[src/rtl/branch_addr_unit.sv]
module branch_addr_unit #(
  parameter int ADDR_W = 16,
  parameter int OFS_W  = 11
) (
  input  logic              clk,
  input  logic              rst,
  input  logic              stall,
  input  logic              br_valid,
  input  logic [OFS_W-1:0]  br_offset,
  input  logic [3:0]        cond_mask,
  input  logic              flag_n,
  input  logic              flag_z,
  input  logic              flag_c,
  input  logic              flag_v,
  output logic [ADDR_W-1:0] iaddr,
  output logic              br_taken
);

  localparam int EXT_W = ADDR_W - OFS_W;

  logic [3:0]        flags;
  logic              cond_hit;
  logic              jump;
  logic [ADDR_W-1:0] ofs_ext;
  logic [ADDR_W-1:0] next_addr;

  assign flags     = {flag_n, flag_z, flag_c, flag_v};
  assign cond_hit  = |(cond_mask & flags);
  assign jump      = br_valid && cond_hit && !stall;
  assign ofs_ext   = {{EXT_W{br_offset[OFS_W-1]}}, br_offset};
  assign next_addr = jump ? iaddr + ofs_ext : iaddr + ADDR_W'(1);

  always_ff @(posedge clk) begin
    if (rst) begin
      iaddr    <= '0;
      br_taken <= 1'b0;
    end else begin
      br_taken <= jump;
      if (!stall) iaddr <= next_addr;
    end
  end


  reset_state_chk: assert property (@(posedge clk)
    rst |=> (iaddr == '0 && !br_taken));


  stall_hold_chk: assert property (@(posedge clk) disable iff (rst)
    stall |=> ($stable(iaddr) && !br_taken));


  branch_target_chk: assert property (@(posedge clk) disable iff (rst)
    (!stall && br_valid && (cond_mask & {flag_n, flag_z, flag_c, flag_v}) != 4'b0)
    |=> (br_taken && iaddr == $past(iaddr) + {{EXT_W{$past(br_offset[OFS_W-1])}}, $past(br_offset)}));


  step_one_chk: assert property (@(posedge clk) disable iff (rst)
    (!stall && !br_valid) |=> (!br_taken && iaddr == $past(iaddr) + ADDR_W'(1)));


  zero_mask_chk: assert property (@(posedge clk) disable iff (rst)
    (cond_mask == 4'b0) |=> !br_taken);

endmodule

[config.mk]
export PLATFORM = sky130hd
export DESIGN_NAME = branch_addr_unit
export DESIGN_NICKNAME = d
export VERILOG_FILES = /design/src/rtl/branch_addr_unit.sv
export SDC_FILE = /design/constraint.sdc
export NUM_CORES = 1
export LEC_CHECK = 0
export ABC_AREA = 1
export BUFFER_PORTS_ARGS = -buffer_cell sky130_fd_sc_hd__buf_2
export CORE_ASPECT_RATIO = 0.5
export CORE_MARGIN = 3
export CORE_UTILIZATION = 54
export DETAILED_ROUTE_END_ITERATION = 10
export PLACE_DENSITY_LB_ADDON = 0.1
export SYNTH_ARGS = -nofsm -noshare
export SYNTH_HDL_FRONTEND = slang
export SYNTH_SLANG_ARGS = --single-unit
[constraint.sdc]
create_clock -name clk -period 3.05 [get_ports clk]
set_input_delay 0.61 -clock clk [delete_from_list [all_inputs] [get_ports clk]]
set_output_delay 0.61 -clock clk [all_outputs]
set_load 0.1 [all_outputs]
After elaboration in Yosys (flattened, before gate mapping)
Index checks and enable logic that the tools add are counted.
- flip-flop bits (word level): 17
- bits of input ports: 23
- output and inout port bits: 17
- word-level logic and storage cells: 10
- $add $sub $neg: 2
- mux-type cells: 1
- bitwise operators: 1
- reduce and logical (&&, ||, !) cells: 4
- operators by type and width (operator ; count):
    adder 16 x 1 -> 16 bit (second input constant) ; 1
    adder 16 bit ; 1
    two-way mux 16 bit ; 1
    AND 4 bit ; 1
    OR reduction 4 bit ; 1
    logical AND 1 bit ; 2
    logical NOT 1 bit ; 1

Logic depth before layout (Yosys ltp)
- depth in word-level cells: 5
- gate-level depth with buffers: 18

Worst setup path after synthesis
No wires, ideal clock.
- path kind: in2reg
- from: input br_valid
- to: register iaddr[8]
- arrival: 2.340 ns
- data required time: 2.935 ns
- setup slack: 0.595 ns
- stages: 14
- path buffers: 0
- cell sequence: inv_1 nor2_1 nand2_1 or2_2 ha_1 inv_1 fa_1 inv_1 nand3_1 nand3_1 a21oi_1 nor2_1 o21ai_0 inv_1
- longest elaborated chain between the ends: 3
- RTL lines (element ; line ; text):
    start: declaration ; 8 ; input logic br_valid,
    logical AND 1 bit (2 in series) ; 29 ; assign jump = br_valid && cond_hit && !stall;
    two-way mux 16 bit ; 31 ; assign next_addr = jump ? iaddr + ofs_ext : iaddr + ADDR_W'(1);
    end signal: assignment ; 39 ; if (!stall) iaddr <= next_addr;
    end: declaration ; 15 ; output logic [ADDR_W-1:0] iaddr,
No other way between the ends.
A chain may end at the register's enable or synchronous reset.

Worst setup path in the final report
- from: input stall
- to: register iaddr[12]
- longest elaborated chain between the ends: 3
- RTL lines (element ; line ; text):
    start: declaration ; 7 ; input logic stall,
    logical NOT 1 bit ; -- ;
    logical AND 1 bit ; 29 ;
    two-way mux 16 bit ; 31 ;
Parallel ways exist; a longest one is shown, timed or not.

==> results_dict.tcl <==
set metrics [dict create \
    status "complete, no violations" \
    wl_per_cell_um 10.34 \
    synth_edf_count 0 \
    min_period_over_period_pct 86.09 \
    grt_max_degree 16 \
    fmax_ghz 0.3808 \
    cts_buffers 3 \
    cts_tree "built" \
    synth_ff_type "dfxtp_1" \
    p_leak_nw 1.293 \
    grt.overflow.total 0 \
    path_class "in -> reg" \
    coreArea_mm2 0.002781 \
    synthCells 305 \
    worstHoldPathType "reg -> reg" \
    initial_core_util_pct 60.77 \
    critPathMaxFanout 6 \
    fp.dieW_um 85.13 \
    clockBufferDepth 2 \
    clkTransAtPathRegs_ps 70 \
    ir_drop_mv 0.2466 \
    reg2reg_from "iaddr[0]" \
    ys_ff_latch 17 \
    tightest_slew_ps 490.6 \
    routed_via_density 4.823 \
    ys_async_sr_fraction_pct 0 \
    cts.repair.resized 0 \
    fillCellCount 283 \
    worstReg2RegEnd "iaddr[12]" \
    io_pins 40 \
    grt_pass1_vias 1677 \
    drtPass1Iterations 4 \
    gp_congestion 0.8587 \
    p_per_area_mw_per_mm2 374.5 \
    yosysWarnings 0 \
    min_path_cells 2 \
    period_minus_slack_ps 2626 \
    num_rows 13 \
    finalClockSkew_ps 4.034 \
    hpwl_mm 3.241 \
    syn_area_per_cell_um2 5.542 \
    synth-seq-area-share_pct 20.13 \
    critPathCaptureType "flip-flop" \
    setup_viol 0 \
    cp.required_ps 3210 \
    setup_slack_ps 424.2 \
    post_cts_buffers 0 \
    worstSetupStartpointType "input pin" \
    route.detailed.drc 0 \
    ys_types 24 \
    holdPathEnd "iaddr[0]" \
    root_buffer "clkbuf_8" \
    finalWirelength_mm 3.972 \
    hold_buffers 0 \
    port_buffers 39 \
    dieHeight_um 45.56 \
    nets 387 \
    reg2reg_slack_ps 1190 \
    rsz0062_at_grt "false" \
    place_inst 380 \
    max_slew_margin_pct 67.52 \
    instances_no_fill 384 \
    drive_above_1_share_pct 15.85 \
    clkSinkCount 17 \
    slew_violations 0 \
    ant_nets 0 \
    num_vias 1852 \
    antenna_cells 0 \
    rr_worst_depth 11 \
    grt_usage_pct 21.98 \
    cap_violations 0 \
    finalHoldViolCount 0 \
    htree_levels 1 \
    hold_path_startpoint "iaddr[0]" \
    synth_nets 344 \
    die_area_mm2 0.003878 \
    grt_pass1_wl_mm 6.789 \
    p_total_mw 0.7372 \
    drtIter0Drc 103 \
    syn_to_final_growth_pct 16.43 \
    arrival_ps 2780 \
    syn-cell-area_mm2 0.001690 \
    pre_cts_ws_ps 187.7 \
    antenna_found_initial 0 \
    fin_setup_tns_ps 0 \
    clock_latency_ps 260 \
]
worst max path at each step:
stage / slack, ps / end / from
2_1_floorplan: 590 / iaddr[8] / br_valid
3_3_place_gp: 270 / iaddr[12] / stall
3_5_place_dp: 190 / iaddr[12] / stall
4_1_cts: 460 / iaddr[12] / stall
5_1_grt: 180 / iaddr[12] / stall
6_report: 420 / iaddr[12] / stall
registers in the layout (all words and copies together), names as in the netlist:
| name | flops |
|---|---|
| br_taken | 1 |
| iaddr | 16 |
cell type report:
cell class | instances | area [um2] | area share (%)
multi-input cells | 215 | 1064 | 54.04
clock buffers | 4 | 45.04 | 2.289
inverters | 70 | 262.8 | 13.35
well taps | 37 | 46.29 | 2.352
repair buffers | 41 | 210.2 | 10.68
flip-flops and latches | 17 | 340.3 | 17.29
routing by layer:
metal	vias up	global-route usage, %	wire length (um)
met5	-	0	0
met4	0	5.994	14
met3	2	5.415	332
met2	55	36.73	1685
met1	796	28.85	1939
li1	999	-	-
kinds of logic after synthesis:
family	share of synthesized area (%)
and+or+nand+nor	43.00
buffers and inverters	16.95
AOI/OAI and AO/OA	6.070
DFF	20.13
adders and majority gates	12.29
xor gates and xnor gates	1.555
cell usage after synthesis (2+ instances only):
| library cell | n | share of area [%] |
|---|---|---|
| nand2_1 | 89 | 20 |
| inv_1 | 63 | 14 |
| nor2_1 | 51 | 11 |
| nand3_1 | 21 | 6.2 |
| dfxtp_1 | 17 | 20 |
| ha_1 | 15 | 11 |
| a21oi_1 | 10 | 3.0 |
| o21ai_0 | 9 | 2.7 |
| nand2_2 | 5 | 1.9 |
| inv_2 | 4 | 0.89 |
| clkinv_1 | 3 | 0.67 |
| or2_0 | 3 | 1.1 |
| and2_1 | 2 | 0.74 |
| nand4_1 | 2 | 0.74 |
| xnor2_1 | 2 | 1.0 |
critical path, stage by stage:
cell      delay (ps)
buf_2            140
nor2_1           260
nand2_1          160
or2_2            300
ha_1             190
inv_1             70
fa_1             200
inv_1             60
nand3_1           60
nand3_1          140
nand3_1          110
nand3_1          110
nand2_1           90
nand2_1           50
o21bai_1         170
inv_1             50
per-stage QoR:
step,utilization (%),instance area [um2],hold slack (ps)
2_1_floorplan,-,1690,740.2
3_3_place_gp,69.14,1923,489.6
3_5_place_dp,69.14,1923,497.0
4_1_cts,70.76,1968,507.6
5_1_grt,70.76,1968,574.8
6_report,70.76,1968,508.3
layout by cell type (no fill, tap or decap), types with 2 or more instances in the layout:
master	instances
nand2_1	89
inv_1	63
nor2_1	51
buf_2	39
nand3_1	21
dfxtp_1	17
ha_1	15
a21oi_1	10
o21ai_0	9
nand2_2	5
inv_2	4
clkinv_1	3
or2_0	3
clkbuf_8	3
nand4_1	2
xnor2_1	2
and2_1	2
buf_4	2
report_power, final:
part	switching [mW]	internal, mW	total [mW]
clock network	0.0864	0.0930	0.179
logic	0.230	0.0756	0.305
registers	0.0130	0.239	0.252
Power figures use the tool's default switching activity.
